==> src/rtl/rmw_pkg.sv <==
package rmw_pkg;

    localparam int DATA_W = 16;
    localparam int BYTE_W = 8;
    localparam logic [7:0] REG_FORM_MIN = 8'hC0;

    typedef enum logic {
        OP_CAS  = 1'b0,
        OP_XADD = 1'b1
    } rmw_op_e;

    typedef enum logic [2:0] {
        S_IDLE,
        S_RD,
        S_CALC,
        S_WR,
        S_FIN
    } rmw_state_e;

    typedef struct packed {
        rmw_op_e            op;
        logic               wide;
        logic               is_mem;
        logic [DATA_W-1:0]  acc;
        logic [DATA_W-1:0]  src;
        logic [DATA_W-1:0]  dst;
    } rmw_req_t;

    typedef struct packed {
        logic               dst_we;
        logic               acc_we;
        logic               src_we;
        logic               zf_we;
        logic               zf;
        logic               hit;
        logic [DATA_W-1:0]  dst_val;
        logic [DATA_W-1:0]  reg_val;
    } rmw_res_t;

    function automatic logic [DATA_W-1:0] width_mask(input logic wide);
        return wide ? {DATA_W{1'b1}} : DATA_W'({BYTE_W{1'b1}});
    endfunction

endpackage

==> src/rtl/rmw_alu.sv <==
module rmw_alu
    import rmw_pkg::*;
(
    input  rmw_req_t req,
    output rmw_res_t res
);
    logic [DATA_W-1:0] mask, a, s, d, sum;

    always_comb begin
        mask = width_mask(req.wide);
        a    = req.acc & mask;
        s    = req.src & mask;
        d    = req.dst & mask;
        sum  = (d + s) & mask;
        res  = '0;
        if (req.op == OP_CAS) begin
            res.zf_we = 1'b1;
            res.hit   = (a == d);
            if (a == d) begin
                res.dst_we  = 1'b1;
                res.dst_val = s;
                res.zf      = 1'b1;
            end else begin
                res.acc_we  = 1'b1;
                res.reg_val = d;
                res.zf      = 1'b0;
            end
        end else begin
            res.dst_we  = 1'b1;
            res.dst_val = sum;
            res.src_we  = 1'b1;
            res.reg_val = d;
        end
    end
endmodule

==> src/rtl/rmw_cost.sv <==
module rmw_cost
    import rmw_pkg::*;
#(
    parameter int COST_W       = 8,
    parameter int CAS_REG_HIT  = 6,
    parameter int CAS_REG_MISS = 7,
    parameter int CAS_MEM_HIT  = 8,
    parameter int CAS_MEM_MISS = 10,
    parameter int XADD_REG     = 3,
    parameter int XADD_MEM     = 4
) (
    input  rmw_op_e           op,
    input  logic              is_mem,
    input  logic              hit,
    output logic [COST_W-1:0] cost
);
    always_comb begin
        if (op == OP_XADD)
            cost = is_mem ? COST_W'(XADD_MEM) : COST_W'(XADD_REG);
        else if (is_mem)
            cost = hit ? COST_W'(CAS_MEM_HIT) : COST_W'(CAS_MEM_MISS);
        else
            cost = hit ? COST_W'(CAS_REG_HIT) : COST_W'(CAS_REG_MISS);
    end
endmodule

==> src/rtl/rmw_xchg_unit.sv <==
module rmw_xchg_unit
    import rmw_pkg::*;
#(
    parameter int COST_W       = 8,
    parameter int CAS_REG_HIT  = 6,
    parameter int CAS_REG_MISS = 7,
    parameter int CAS_MEM_HIT  = 8,
    parameter int CAS_MEM_MISS = 10,
    parameter int XADD_REG     = 3,
    parameter int XADD_MEM     = 4
) (
    input  logic              clk,
    input  logic              rst,
    input  logic              req_valid,
    output logic              req_ready,
    input  logic              req_op,
    input  logic              req_wide,
    input  logic [7:0]        req_modrm,
    input  logic [DATA_W-1:0] req_acc,
    input  logic [DATA_W-1:0] req_src,
    input  logic [DATA_W-1:0] req_dst,
    output logic              mem_rd_req,
    input  logic              mem_rd_ack,
    input  logic [DATA_W-1:0] mem_rd_data,
    output logic              mem_wr_req,
    input  logic              mem_wr_ack,
    output logic [DATA_W-1:0] mem_wr_data,
    output logic              mem_wide,
    output logic              mem_lock,
    output logic              dst_wr_en,
    output logic [DATA_W-1:0] dst_wr_data,
    output logic              acc_wr_en,
    output logic [DATA_W-1:0] acc_wr_data,
    output logic              src_wr_en,
    output logic [DATA_W-1:0] src_wr_data,
    output logic              zf_wr_en,
    output logic              zf_value,
    output logic              done,
    output logic [COST_W-1:0] cost
);
    rmw_state_e        state_q;
    rmw_req_t          req_q;
    rmw_res_t          res_q, alu_res;
    logic [COST_W-1:0] cost_q, cost_nxt;

    rmw_alu u_alu (
        .req (req_q),
        .res (alu_res)
    );

    rmw_cost #(
        .COST_W       (COST_W),
        .CAS_REG_HIT  (CAS_REG_HIT),
        .CAS_REG_MISS (CAS_REG_MISS),
        .CAS_MEM_HIT  (CAS_MEM_HIT),
        .CAS_MEM_MISS (CAS_MEM_MISS),
        .XADD_REG     (XADD_REG),
        .XADD_MEM     (XADD_MEM)
    ) u_cost (
        .op     (req_q.op),
        .is_mem (req_q.is_mem),
        .hit    (alu_res.hit),
        .cost   (cost_nxt)
    );

    always_ff @(posedge clk) begin
        if (rst) begin
            state_q <= S_IDLE;
            req_q   <= '0;
            res_q   <= '0;
            cost_q  <= '0;
        end else begin
            unique case (state_q)
                S_IDLE: if (req_valid) begin
                    req_q.op     <= rmw_op_e'(req_op);
                    req_q.wide   <= req_wide;
                    req_q.is_mem <= (req_modrm < REG_FORM_MIN);
                    req_q.acc    <= req_acc;
                    req_q.src    <= req_src;
                    req_q.dst    <= req_dst;
                    state_q      <= (req_modrm < REG_FORM_MIN) ? S_RD : S_CALC;
                end
                S_RD: if (mem_rd_ack) begin
                    req_q.dst <= mem_rd_data;
                    state_q   <= S_CALC;
                end
                S_CALC: begin
                    res_q   <= alu_res;
                    cost_q  <= cost_nxt;
                    state_q <= (req_q.is_mem && alu_res.dst_we) ? S_WR : S_FIN;
                end
                S_WR: if (mem_wr_ack) state_q <= S_FIN;
                S_FIN: state_q <= S_IDLE;
                default: state_q <= S_IDLE;
            endcase
        end
    end

    always_comb begin
        req_ready   = (state_q == S_IDLE);
        mem_rd_req  = (state_q == S_RD);
        mem_wr_req  = (state_q == S_WR);
        mem_wr_data = res_q.dst_val;
        mem_wide    = req_q.wide;
        mem_lock    = req_q.is_mem &&
                      (state_q == S_RD || state_q == S_CALC || state_q == S_WR);
        done        = (state_q == S_FIN);
        dst_wr_en   = done && res_q.dst_we && !req_q.is_mem;
        dst_wr_data = res_q.dst_val;
        acc_wr_en   = done && res_q.acc_we;
        acc_wr_data = res_q.reg_val;
        src_wr_en   = done && res_q.src_we;
        src_wr_data = res_q.reg_val;
        zf_wr_en    = done && res_q.zf_we;
        zf_value    = res_q.zf;
        cost        = done ? cost_q : '0;
    end
endmodule

==> config.mk <==
export PLATFORM = sky130hd
export DESIGN_NAME = rmw_xchg_unit
export DESIGN_NICKNAME = d
export VERILOG_FILES = /design/src/rtl/rmw_pkg.sv /design/src/rtl/rmw_alu.sv /design/src/rtl/rmw_cost.sv /design/src/rtl/rmw_xchg_unit.sv
export SDC_FILE = /design/constraint.sdc
export NUM_CORES = 1
export LEC_CHECK = 0
export CAP_MARGIN = 15
export CORE_AREA = 10 10 158 102
export CTS_BUF_LIST = sky130_fd_sc_hd__clkbuf_16
export DETAILED_ROUTE_END_ITERATION = 6
export DIE_AREA = 0 0 168 112
export PLACE_DENSITY = 0.75
export SETUP_SLACK_MARGIN = 0.3
export SYNTH_ARGS = -nofsm -noshare
export SYNTH_HDL_FRONTEND = slang
export SYNTH_HIERARCHICAL = 1
export SYNTH_SLANG_ARGS = --single-unit
==> constraint.sdc <==
create_clock -name clk -period 3.2 [get_ports clk]
set_clock_uncertainty 0.05 [all_clocks]
set_input_delay 0.64 -clock clk [delete_from_list [all_inputs] [get_ports clk]]
set_output_delay 0.64 -clock clk [all_outputs]
set_load 0.01 [all_outputs]
# [After elaboration in Yosys (flattened, before gate mapping)]
# Cells that the tools add are included.
[op_classes] add_sub_neg=1 order_cmp=1 eq_ne=8 mux=25 bitwise_logic=4 n_reduce_logical=15
[op_table] op="16-bit 2-to-1 mux" count=5
[op_table] op="16-bit AND" count=4
[op_table] op="32-bit 2-to-1 mux" count=1
[op_table] op="16-bit case mux with 2 select lines" count=1
[op_table] op="3-bit 2-to-1 mux" count=6
[op_table] op="16-bit adder" count=1
[op_table] op="16-bit == test" count=1
[op_table] op="3-bit case mux with 4 select lines" count=1
[op_table] op="8-bit less-than comparator (second input constant)" count=1
[op_table] op="4-bit 2-to-1 mux" count=2
[op_table] op="8-bit 2-to-1 mux" count=1
[op_table] op="1-bit logical AND" count=7
[op_table] op="3-bit by 2-bit == test with 1-bit output (second input constant)" count=2
[op_table] op="1-bit 2-to-1 mux" count=6
[op_table] op="3-bit AND reduction" count=2
[op_table] op="2-bit 2-to-1 mux" count=2
[op_table] op="2-bit by 1-bit != test with 1-bit output (second input constant)" count=2
[op_table] op="3-bit by 1-bit == test with 1-bit output (second input constant)" count=1
[op_table] op="3-bit == test (second input constant)" count=1
[op_table] op="3-bit zero test" count=1
[op_table] op="1-bit logical OR" count=2
[op_table] op="2-bit != test (second input constant)" count=1
[op_table] op="2-bit AND reduction" count=1
[op_table] op="2-bit nonzero test" count=1
[op_table] op="1-bit zero test" count=1
[totals] register_bits=99 elab_cells=69

# [Logic depth before layout (Yosys ltp)]
# Gate-level depths: netlist of run 1.
[logic_depth] word_depth=8 mapped_depth=13

# [Hierarchy]
# Netlist of run 1, hierarchy kept.
[modules_own_cells] module="rmw_xchg_unit" n_inst=1 cells_each=530 area_per_inst_um2=4433.0 seq_area_each_um2=1981.9
[modules_own_cells] module="rmw_alu" n_inst=1 cells_each=192 area_per_inst_um2=1332.5 seq_area_each_um2=0.0
[modules_own_cells] module="rmw_cost" n_inst=1 cells_each=9 area_per_inst_um2=63.8 seq_area_each_um2=0.0

# [Worst setup path after synthesis of run 1]
# No wires, ideal clock.
[synth_path] path_kind="register to register" startpoint="register req_q, in the netlist mem_wide" endpoint="register res_q, in the netlist dst_wr_data[15]" setup_ps=132 arrival_time_ps=2435 t_required_ps=3018 setup_slack_ps=583 path_stages_with_launch=13 path_buffers=3 cell_sequence="dfxtp_1 -> buf_2 -> clkbuf_1 -> clkbuf_1 -> and2_1 -> ha_1 -> and2_1 -> a31oi_1 -> o21ai_0 -> a32o_1 -> nand3b_1 -> nand2_1 -> a21oi_1"
[synth_lines] element="start, declared" line="rmw_xchg_unit.sv:42" text="rmw_req_t req_q;"
[synth_lines] element="end signal, assigned" line="rmw_xchg_unit.sv:88" text="res_q <= alu_res;"
[synth_lines] element="end, declared" line="rmw_xchg_unit.sv:43" text="rmw_res_t res_q, alu_res;"

# [Final worst setup path of run 1]
[layout_path] startpoint="register state_q[0]" endpoint="output mem_rd_req"
[layout_between] elab_chain_cells=1
[layout_lines] element="start, declared" line="rmw_xchg_unit.sv:41" text="rmw_state_e state_q;"
[layout_lines] element="start signal, assigned" line="rmw_xchg_unit.sv:81" text="state_q <= (req_modrm < REG_FORM_MIN) ? S_RD : S_CALC;"
[layout_lines] element="start signal, assigned" line="rmw_xchg_unit.sv:90" text="state_q <= (req_q.is_mem && alu_res.dst_we) ? S_WR : S_FIN;"
[layout_lines] element="3-bit by 1-bit == test with 1-bit output" line="rmw_xchg_unit.sv:101" text="mem_rd_req = (state_q == S_RD);"
[layout_lines] element="end, declared" line="rmw_xchg_unit.sv:22" text="output logic mem_rd_req,"
# Every way passes these cells.

==> summary.txt, run 1 <==
Timing
  • Worst Max-Slew Pin Slew: 785 ps
  • Crit path time final: 2660 ps
  • Setup TNS: 0 ps
  • Max Fclk: 375 MHz
  • Fin. max-slew vios: 0
  • # setup viols final: 0
  • Setup ws final: 535 ps
  • Max_slew headroom: 0.476
  • RSZ-0062 raised after global routing: true
  • Worst hold margin: ~400 ps
  • Fin crit share: 0.833
  • Final Hold Violating Endpoints: 0

Power
  • Leakage: 2.69 nW
  • PD cells: 535 mW/mm^2
  • Peak supply drop: 0.279 mV
  • Power Total: 0.00389 W

Clocking
  • CTS tree: yes
  • CTS H-tree lvls: 3
  • CTS Root Cell: clkbuf_16
  • CTS Sinks: 99
  • # hold bufs at CTS: 0
  • Clock Tree Buf Depth: 2
  • Skew-Pair Late Insertion Delay: 350 ps
  • Total CTS buffers: 9
  • Clk slew on worst S/H paths: 70 ps

Route
  • Met1 WL: 7960 um
  • TritonRoute pass-1 iters: 5
  • Uppermost layer routed: met4
  • Drt initial violations: slightly below 400
  • Vias/cell: between 5 and 6
  • Routed WL: 16,700 um
  • DR WL met3: roughly 1500 um
  • Via count: 5,165
  • Wire length per cell: roughly 17 um
  • Post-route ant nets: 0
  • Remaining DRCs: 0
  • Metal2 WL: 7130 um

Floorplan
  • Die width: 168 um
  • Core Area: 0.0133 mm^2
  • DIE AREA: 0.0188 mm^2
  • IO Pins: 162
  • # rows: 33
  • Die Ht: 112 um
  • Initial Util: 0.440

Global routing
  • Vias in the first global route: ~5,000
  • First-pass GRT wire length: 26,900 um
  • Total track usage: 0.173
  • Grt total ovfl: 0
  • Initial antenna violation count: 0
  • Largest net degree at the start of global routing: 59

Worst setup path
  • Worst R2R Path Depth: 10
  • Critical Path AT: 1970 ps
  • WS Path Type: reg -> out
  • Reg2reg setup slack: about 540 ps
  • Kind of launch point of the worst setup path: flop
  • R2R Path Start: req_q[0]$_SDFFE_PP0P_
  • Worst path required time: 2510 ps
  • FF-to-FF End: dst_wr_data[12]$_SDFFE_PP0N_
  • Critical Path End Type: output port
  • Max FO, Critical Path: 12

Placed design
  • Setup WS pre-CTS: about 440 ps
  • Post-DP HPWL: between 10,000 and 15,000 um
  • Port bufs: 155
  • Gpl congestion: slightly above 0.9

Finish
  • Area growth syn-to-layout: 24.7%
  • Nets: 891
  • N_diodes: 0
  • Share of cells above drive strength 1: 0.0759

Run
  • Max-Cap Viols: 0

Worst hold path
  • Hold path depth: 2
  • Hold Crit Start: req_q[29]$_SDFFE_PP0P_
  • Hold path endpoint: req_q[29]$_SDFFE_PP0P_
  • Hold Crit Class: reg -> reg

Synthesis
  • Number of flops mapped to enable cells by yosys: 0
  • Seq cells post-synth: 99
  • Post-Synthesis Cells: 731
  • Post-synthesis sequential area ratio: 0.340
  • Unique masters post-synth: 70
  • Most used DFF post-synth: dfxtp_1
  • Synth Area per Inst: ~8 um^2
  • Asr flop ratio synth: 0
  • Mapped Area: 0.00583 mm^2
  • Ys Warns: 6

Status
  • Status: finished clean
[where the power goes]
part / switching [W] / total, W / internal [W]
logic: 0.000665 / 0.00117 / 0.000503
registers: 0.000175 / 0.00154 / 0.00137
clock network: 0.000492 / 0.00118 / 0.000689
[sequential cells by signal, indices dropped and copies added, names as in the netlist]
name and cells:
acc_wr_data 16, cost_q 8, dst_wr_data 16, mem_wide 1, req_q 50, res_q 4
state_q 3, zf_value 1
[per-layer routing]
layer / vias up / GRT usage
li1: 2568 / -
met1: 2388 / 0.236
met2: 197 / 0.261
met3: 12 / 0.0566
met4: 0 / 0.0318
met5: - / 0
[cells in the mapped netlist (3+ instances only)]
| cell type | n | share of area |
|---|---|---|
| buf_2 | 14 | 0.012 |
| nand2_1 | 183 | 0.12 |
| a22o_1 | 3 | 0.0045 |
| o21ai_0 | 14 | 0.012 |
| nor2_1 | 10 | 0.0064 |
| nand3_1 | 6 | 0.0052 |
| and3_1 | 22 | 0.024 |
| dfxtp_1 | 99 | 0.34 |
| o31a_1 | 3 | 0.0045 |
| nand4_1 | 7 | 0.0075 |
| nor3_1 | 5 | 0.0043 |
| a21o_1 | 6 | 0.0077 |
| buf_4 | 71 | 0.091 |
| buf_6 | 10 | 0.019 |
| a211oi_1 | 10 | 0.013 |
| a22oi_1 | 3 | 0.0039 |
| nor3b_1 | 3 | 0.0039 |
| mux2i_1 | 18 | 0.031 |
| ha_1 | 12 | 0.026 |
| xnor2_1 | 18 | 0.027 |
| a21oi_1 | 101 | 0.087 |
| a211oi_2 | 10 | 0.021 |
| and2_1 | 16 | 0.017 |
| clkbuf_1 | 21 | 0.014 |
| xor2_1 | 10 | 0.015 |
[critical path: stages, from the launching register on]
cell and delay (ps):
dfxtp_1 350, buf_4 220, nor3b_2 430, clkdlybuf4s50_1 630
[through the flow]
stage               instances  cell area (um^2)  utilization
floorplan                 734              5840            -
global placement          963              6940        0.523
detailed placement        963              6940        0.523
CTS                       979              7260        0.548
global route              979              7270        0.549
finish                    979              7270        0.549
[logic make-up (layout without fill, tap and decap cells)]
kind of cell | count (synthesis) | count (layout) | share of synthesized area
compound gates | 174 | 174 | 0.188
xor+xnor | 29 | 29 | 0.0449
fa+ha+maj | 14 | 14 | 0.0309
buf+inv | 121 | 191 | 0.142
flops | 99 | 99 | 0.340
mux | 19 | 19 | 0.0335
other cells | 1 | 4 | 0.000643
simple gates | 274 | 274 | 0.220
[worst max-delay path by stage]
stage	startpoint	end	slack, ps
floorplan	mem_wide$_SDFFE_PP0P_	dst_wr_data[15]$_SDFFE_PP0N_	580
global placement	req_q[0]$_SDFFE_PP0P_	dst_wr_data[12]$_SDFFE_PP0N_	440
detailed placement	req_q[0]$_SDFFE_PP0P_	dst_wr_data[12]$_SDFFE_PP0N_	440
CTS	state_q[1]$_SDFFE_PP0P_	dst_wr_en	310
global route	req_q[0]$_SDFFE_PP0P_	dst_wr_data[12]$_SDFFE_PP0N_	270
finish	state_q[0]$_SDFFE_PP0P_	mem_rd_req	540
[cell type report]
| class | instances | area, um^2 |
|---|---|---|
| timing repair buffer | 171 | 1680 |
| inverter | 4 | 15.0 |
| clock inverter | 7 | 97.6 |
| fill | 1238 | 5980 |
| sequential | 99 | 1980 |
| tap | 175 | 219 |
| clock buffer | 9 | 225 |
| multi-input combinational | 514 | 3050 |
[placed cells by master (no fill, tap or decap), drive strengths merged, types with 2 or more instances in the layout]
cell	netlist	final
a211oi	20	20
a21o	6	6
a21oi	102	102
a22o	3	3
a22oi	3	3
a311oi	2	2
a31oi	2	2
and2	18	18
and3	23	23
and3b	3	3
buf	96	17
bufinv	0	2
clkbuf	21	9
clkdlybuf4s50	0	154
clkinv	1	2
clkinvlp	0	2
conb	1	4
dfxtp	99	99
ha	12	12
inv	3	5
mux2i	18	18
nand2	183	183
nand3	7	7
nand3b	2	2
nand4	7	7
nor2	12	12
nor2b	2	2
nor3	5	5
nor3b	4	4
o211a	2	2
o211ai	2	2
o21a	2	2
o21ai	14	14
o2bb2ai	2	2
o31a	3	3
xnor2	18	18
xor2	11	11
[timing repair]
item | 4_1_cts | 5_1_grt
gates resized for setup | 1 | 3
cloned | 0 | 0
endpoints found under the setup margin | 1 | 6
setup buffers | 0 | 0
Note: power is estimated with default switching activity, not from simulation.
==> run 2, diff against run 1 <==
Settings changed: CORE_AREA 10 10 158 102 to 10 10 160 103, DIE_AREA 0 0 168 112 to 0 0 170 113, PLACE_DENSITY 0.75 to 0.76.
Clock period 3.2 ns to 2.21 ns, I/O delays scaled along.
==> summary.txt, run 2 (synthesis results as in run 1) <==
Status
  • Status: finished with violations
  • Violated checks: setup timing

Finish
  • Biggest register: req_q
  • Fin area: 0.00832 mm^2 (+14%)
  • Area growth syn-to-layout: 42.6%
  • Share of cells above drive strength 1: 0.261 (+0.185)
  • Commonest non-fill, non-tap cell in the layout: nand2_1
  • Number of flip-flops in the largest register: 50 (unchanged)
  • N_diodes: 0 (unchanged)
  • Nets: 953 (+7.0%)
  • Final core occ: 0.620 (+0.0711)
  • Most frequent cells in the layout: nand2_1, clkdlybuf4s50_1, a21oi_1
  • Fin cells: 1,040 (+6.2%)
  • FILL cells: 1,157 (-6.5%)

Worst setup path
  • Critical-path top delay cell: fa_2
  • Worst R2R Path Depth: 11 (+1)
  • WP depth: 11 (+8)
  • Cell breakdown of the critical path: ha_4 -> fa_2 -> a21o_1 -> a221oi_4 -> o21ai_4 -> buf_4 -> xor2_2 -> a22oi_1 -> nor2b_1 -> nand2_1 -> a21oi_1
  • Max FO, Critical Path: 4 (-8)
  • Top delay family on crit path: compound AO/OA/AOI/OAI gates
  • WS Path Type: reg -> reg
  • Kind of launch point of the worst setup path: flop
  • Crit path buffers/inverters: 1 (-1)
  • Crit-path max cell delay: 360 ps (-270 ps)
  • Critical Path End Type: flop
  • Critical Path AT: 2480 ps (+510 ps)
  • Worst path required time: 2400 ps (-110 ps)

Power
  • Peak supply drop: 0.418 mV (+50%)
  • PD cells: 744 mW/mm^2 (+39%)
  • Reg power frac: 0.361 (-0.035)
  • Logic gate share of total power: 0.401 (+0.101)
  • Switch Pwr: 0.00223 W (+68%)
  • Clk network pwr share: 0.238 (-0.066)
  • Sw Ratio: 0.361 (+0.0184)
  • Internal power: 0.00395 W (+55%)
  • Leakage: 3.12 nW (+16%)

Clocking
  • CTS tree: yes
  • CTS H-tree lvls: 3 (unchanged)
  • Clock Tree Buf Depth: 2 (unchanged)
  • Skew-Pair Late Insertion Delay: 350 ps (about the same)
  • Total CTS buffers: 9 (unchanged)
  • CTS Sinks: 99 (unchanged)
  • CTS Root Cell: clkbuf_16
  • Clk slew on worst S/H paths: 70 ps (about the same)

Timing
  • Max_slew headroom: 0.603 (+0.127)
  • Worst Max-Slew Pin Slew: 595 ps (-190 ps)
  • # setup viols final: 5 (+5)
  • Crit path time final: 2300 ps
  • Fin crit share: 1.04
  • RSZ-0062 raised after global routing: true
  • Fin. max-slew vios: 0 (unchanged)
  • Max Fclk: approximately 440 MHz
  • Worst hold margin: 402 ps (+0.609 ps)
  • Setup ws final: -85.2 ps (-621 ps)
  • Final Hold Violating Endpoints: 0 (unchanged)

Route
  • Via count: 5,577 (+8.0%)
  • TritonRoute pass-1 iters: 4 (-1)
  • Remaining DRCs: 0 (unchanged)
  • Wire length per cell: 18.5 um (+8.2%)
  • Drt initial violations: 429 (+9.7%)
  • Routed WL: 19,200 um (+15%)
  • Vias/cell: 5.36 (+1.6%)
  • Post-route ant nets: 0 (unchanged)

Floorplan
  • Core Area: 0.0134 mm^2 (+1.2%)
  • Die Ht: 113 um (+0.89%)
  • IO Pins: 162 (unchanged)
  • DIE AREA: 0.0192 mm^2 (+2.1%)
  • Initial Util: 0.434 (-0.00541)
  • # rows: 33 (unchanged)
  • Die width: 170 um (+1.2%)

Global routing
  • Grt total ovfl: 0 (unchanged)
  • Largest net degree at the start of global routing: 51 (-14%)
  • Initial antenna violation count: 0 (unchanged)
  • Total track usage: 0.187 (+0.0146)
  • First-pass GRT wire length: 29,200 um (+8.8%)
  • Vias in the first global route: 5,388 (+8.2%)

Placed design
  • Post-DP Area: 0.00746 mm^2 (+7.5%)
  • Setup WS pre-CTS: -66.2 ps (-502 ps)
  • Post-DP HPWL: 13,400 um (+8.3%)
  • Cell count after placement: 1,009 (+4.8%)
  • Port bufs: 155 (unchanged)
  • Gpl congestion: 0.911 (-2.7%)

Worst hold path
  • Hold Crit Class: reg -> reg
  • Hold path depth: 2 (unchanged)

Run
  • Max-Cap Viols: 0 (unchanged)
[run 2: cell types whose count changed in the layout (fill, tap and decap cells not counted), moves of 10 or more]
cell / previous run / this run
buf_4: 16 / 58
dfxtp_1: 98 / 75
clkdlybuf4s50_1: 154 / 137
buf_6: 0 / 15
dfxtp_2: 1 / 15
buf_2: 0 / 10
ha_1: 12 / 2
ha_4: 0 / 10
mux2i_1: 18 / 8
o21ai_0: 13 / 3
[run 2: worst reg2reg max path: stages, from the launching register on]
cell	delay, ps
dfxtp_2	340
ha_4	170
fa_2	360
a21o_1	230
a221oi_4	330
o21ai_4	110
buf_4	160
xor2_2	130
a22oi_1	130
nor2b_1	70
nand2_1	60
a21oi_1	50
[run 2: final timing paths]
kind                                        startpoint                          end  slack (ps)
worst min-delay path            req_q[30]$_SDFFE_PP0P_       req_q[30]$_SDFFE_PP0P_         400
worst max register to register  req_q[16]$_SDFFE_PP0P_  dst_wr_data[8]$_SDFFE_PP0N_         -90
worst min register to register  req_q[30]$_SDFFE_PP0P_       req_q[30]$_SDFFE_PP0P_         400
worst max-delay path            req_q[16]$_SDFFE_PP0P_  dst_wr_data[8]$_SDFFE_PP0N_         -90
[run 2: what timing repair did]
item | in CTS | in global routing
gates cloned | 1 | 1
resized for setup | 90 | 97
pin swaps | 20 | 22
hold buffers | 0 | 0
buffers inserted | 11 | 3
setup endpoints to repair | 63 | 74
[run 2: area by class of cell]
| type | instances | area, um^2 | share of cell area |
|---|---|---|---|
| multi-input combinational | 515 | 3570 | 0.429 |
| timing repair buffer | 232 | 2210 | 0.266 |
| sequential | 99 | 2030 | 0.245 |
| clock buffer | 9 | 225 | 0.0271 |
| tap | 175 | 219 | 0.0263 |
| clock inverter | 6 | 42.5 | 0.00512 |
| inverter | 4 | 17.5 | 0.00211 |
[run 2: power by group through the flow]
stage | clock (W) | combinational (W) | sequential (W)
3_3_place_gp | 0 | 0.00197 | 0.00223
2_1_floorplan | 0 | 0.00134 | 0.00219
4_1_cts | 0.00148 | 0.00218 | 0.00221
5_1_grt | 0.00157 | 0.00265 | 0.00226
6_report | 0.00147 | 0.00248 | 0.00223
3_5_place_dp | 0 | 0.00201 | 0.00223
[run 2: through the flow]
| step | TNS (ps) | total power [W] |
|---|---|---|
| after floorplan | 0 | 0.00352 |
| after global placement | -13.7 | 0.00420 |
| final | -342 | 0.00618 |
| after detailed placement | -185 | 0.00424 |
| after global routing | -898 | 0.00648 |
| after CTS | -158 | 0.00587 |
[run 2: layer usage]
layer,vias up,GRT usage,share of wire
met1,2642,0.251,0.46
li1,2699,-,-
met4,0,0.0361,0.011
met2,219,0.291,0.44
met3,17,0.0576,0.090
met5,-,0,0
==> run 3, diff against run 2 <==
Settings changed: CORE_AREA 10 10 160 103 to 10 10 167 107, DIE_AREA 0 0 170 113 to 0 0 177 117, PLACE_DENSITY 0.76 to 0.7.
==> summary.txt, run 3 (synthesis results as in run 1) <==
Finish
  • Footprint of the multi-input gates: 0.00339 mm^2 (-4.8%)
  • Register area: 0.00202 mm^2 (-0.80%)
  • Most frequent cells in the layout: nand2_1, clkdlybuf4s50_1, a21oi_1
  • N_diodes: 0 (unchanged)
  • Share of cells above drive strength 1: 0.238 (-0.0228)
  • Number of flip-flops in the largest register: 50 (unchanged)
  • Commonest non-fill, non-tap cell in the layout: nand2_1
  • FILL cells: 1,392 (+20%)
  • Nets: 955 (+0.21%)
  • Biggest register: req_q
  • Fin area: 0.00818 mm^2 (-1.6%)
  • Area growth syn-to-layout: 40.4%

Timing
  • Max_slew headroom: 0.590 (-0.0134)
  • Max Fclk: 428 MHz (-1.7%)
  • Fin. max-slew vios: 0 (unchanged)
  • # setup viols final: 6 (+1)
  • Worst hold margin: 392 ps (-10.0 ps)
  • Final Hold Violating Endpoints: 0 (unchanged)
  • Fin crit share: 1.06 (+0.0181)
  • RSZ-0062 raised after global routing: true
  • Worst Max-Slew Pin Slew: 610 ps (+14.6 ps)
  • Crit path time final: 2340 ps (+39.9 ps)
  • Setup ws final: -125 ps (-39.9 ps)

Global routing
  • Vias in the first global route: 5,228 (-3.0%)
  • Total track usage: 0.168 (-0.0190)
  • Grt total ovfl: 0 (unchanged)
  • Largest net degree at the start of global routing: 42 (-18%)
  • Initial antenna violation count: 0 (unchanged)
  • First-pass GRT wire length: 28,100 um (-3.9%)

Floorplan
  • Die width: 177 um (+4.1%)
  • Die Ht: 117 um (+3.5%)
  • Core Area: 0.0149 mm^2 (+11%)
  • Initial Util: 0.390 (-0.0440)
  • IO Pins: 162 (unchanged)
  • # rows: 35 (+6.1%)
  • DIE AREA: 0.0207 mm^2 (+7.8%)

Clocking
  • CTS H-tree lvls: 3 (unchanged)
  • CTS Root Cell: clkbuf_16
  • Skew-Pair Late Insertion Delay: 350 ps (about the same)
  • Total CTS buffers: 9 (unchanged)
  • CTS Sinks: 99 (unchanged)
  • Clk slew on worst S/H paths: 80 ps (about the same)
  • Clock Tree Buf Depth: 2 (unchanged)
  • CTS tree: yes

Power
  • Peak supply drop: 0.393 mV (-6.1%)
  • Reg power frac: 0.365 (+0.004)
  • Logic gate share of total power: 0.384 (-0.017)
  • Clk network pwr share: 0.251 (+0.013)
  • Internal power: 0.00389 W (-1.7%)
  • Leakage: 3.09 nW (-0.88%)
  • PD cells: 741 mW/mm^2 (-0.31%)
  • Power Total: 0.00607 W (-1.9%)
  • Sw Ratio: 0.359 (-0.00159)
  • Switch Pwr: 0.00218 W (-2.3%)

Route
  • Via count: 5,550 (-0.48%)
  • Post-route ant nets: 0 (unchanged)
  • Routed WL: 18,600 um (-3.3%)
  • Vias/cell: 5.18 (-3.4%)
  • Wire length per cell: 17.4 um (-6.1%)
  • TritonRoute pass-1 iters: 5 (+1)
  • Drt initial violations: 514 (+20%)
  • Remaining DRCs: 0 (unchanged)

Worst setup path
  • Worst path required time: 2440 ps (+40 ps)
  • Crit-path max cell delay: 370 ps (about the same)
  • Critical Path AT: 2570 ps (+90 ps)
  • Crit path buffers/inverters: 0 (-1)
  • WS Path Type: reg -> reg
  • Kind of launch point of the worst setup path: flop
  • Critical-path top delay cell: fa_2
  • Top delay family on crit path: compound AO/OA/AOI/OAI gates
  • Max FO, Critical Path: 4 (unchanged)
  • Cell breakdown of the critical path: ha_4 -> fa_2 -> a21o_1 -> a221oi_4 -> o21ai_4 -> a211oi_2 -> a211oi_1 -> o2bb2ai_1 -> nand2_1 -> a21oi_1
  • Critical Path End Type: flop

Status
  • Violated checks: setup timing
  • Status: finished with violations

Placed design
  • Port bufs: 155 (unchanged)
  • Post-DP Area: 0.00744 mm^2 (-0.23%)
  • Gpl congestion: 0.948 (+4.1%)
  • Post-DP HPWL: 13,300 um (-0.71%)

Worst hold path
  • Hold Crit Class: in -> reg

Run
  • Max-Cap Viols: 0 (unchanged)
## run 3: worst paths after layout
| kind | from | to | slack, ps | cells past startpoint |
|---|---|---|---|---|
| max | req_q[0]$_SDFFE_PP0P_ | dst_wr_data[12]$_SDFFE_PP0N_ | -130 | 10 |
| min | rst | cost_q[7]$_SDFFE_PP0N_ | 390 | 2 |
| max reg2reg | req_q[0]$_SDFFE_PP0P_ | dst_wr_data[12]$_SDFFE_PP0N_ | -130 | 10 |
| min reg2reg | cost_q[7]$_SDFFE_PP0N_ | cost_q[7]$_SDFFE_PP0N_ | 400 | 2 |
## run 3: timing repair
item | 4_1_cts | 5_1_grt
gates cloned | 1 | 1
setup buffers | 13 | 10
setup endpoints to repair | 42 | 50
pin swaps | 15 | 20
gates resized for setup | 83 | 58
hold buffers | 0 | 0
## run 3: power groups by stage
stage / registers, W / clock network [W] / logic (W)
4_1_cts: 0.00220 / 0.00155 / 0.00211
2_1_floorplan: 0.00219 / 0 / 0.00134
3_3_place_gp: 0.00223 / 0 / 0.00197
6_report: 0.00221 / 0.00152 / 0.00233
3_5_place_dp: 0.00223 / 0 / 0.00199
5_1_grt: 0.00224 / 0.00162 / 0.00252
## run 3: final cells by class
cell class / instances / area share
Timing Repair Buffer: 235 / 0.271
Tap cell: 203 / 0.0310
Clock buffer: 9 / 0.0275
Multi-Input combinational cell: 514 / 0.415
Clock inverter: 7 / 0.00703
Inverter: 4 / 0.00214
Sequential cell: 99 / 0.247
## run 3: per-layer routing
metal / GRT usage / routed length (um)
met3: 0.0541 / 1750
met1: 0.236 / 8650
met4: 0.0301 / 213
met2: 0.248 / 7980
met5: 0 / 0
## run 3: through the flow
stage / util / setup TNS (ps) / std cells / worst slack (ps)
finish: 0.548 / -365 / 1071 / -125
global route: 0.548 / -912 / 1071 / -176
CTS: 0.530 / -151 / 1060 / -65.4
detailed placement: 0.498 / -392 / 1030 / -152
global placement: 0.498 / -47.1 / 1030 / -17.1
floorplan: - / 0 / 734 / 34.0
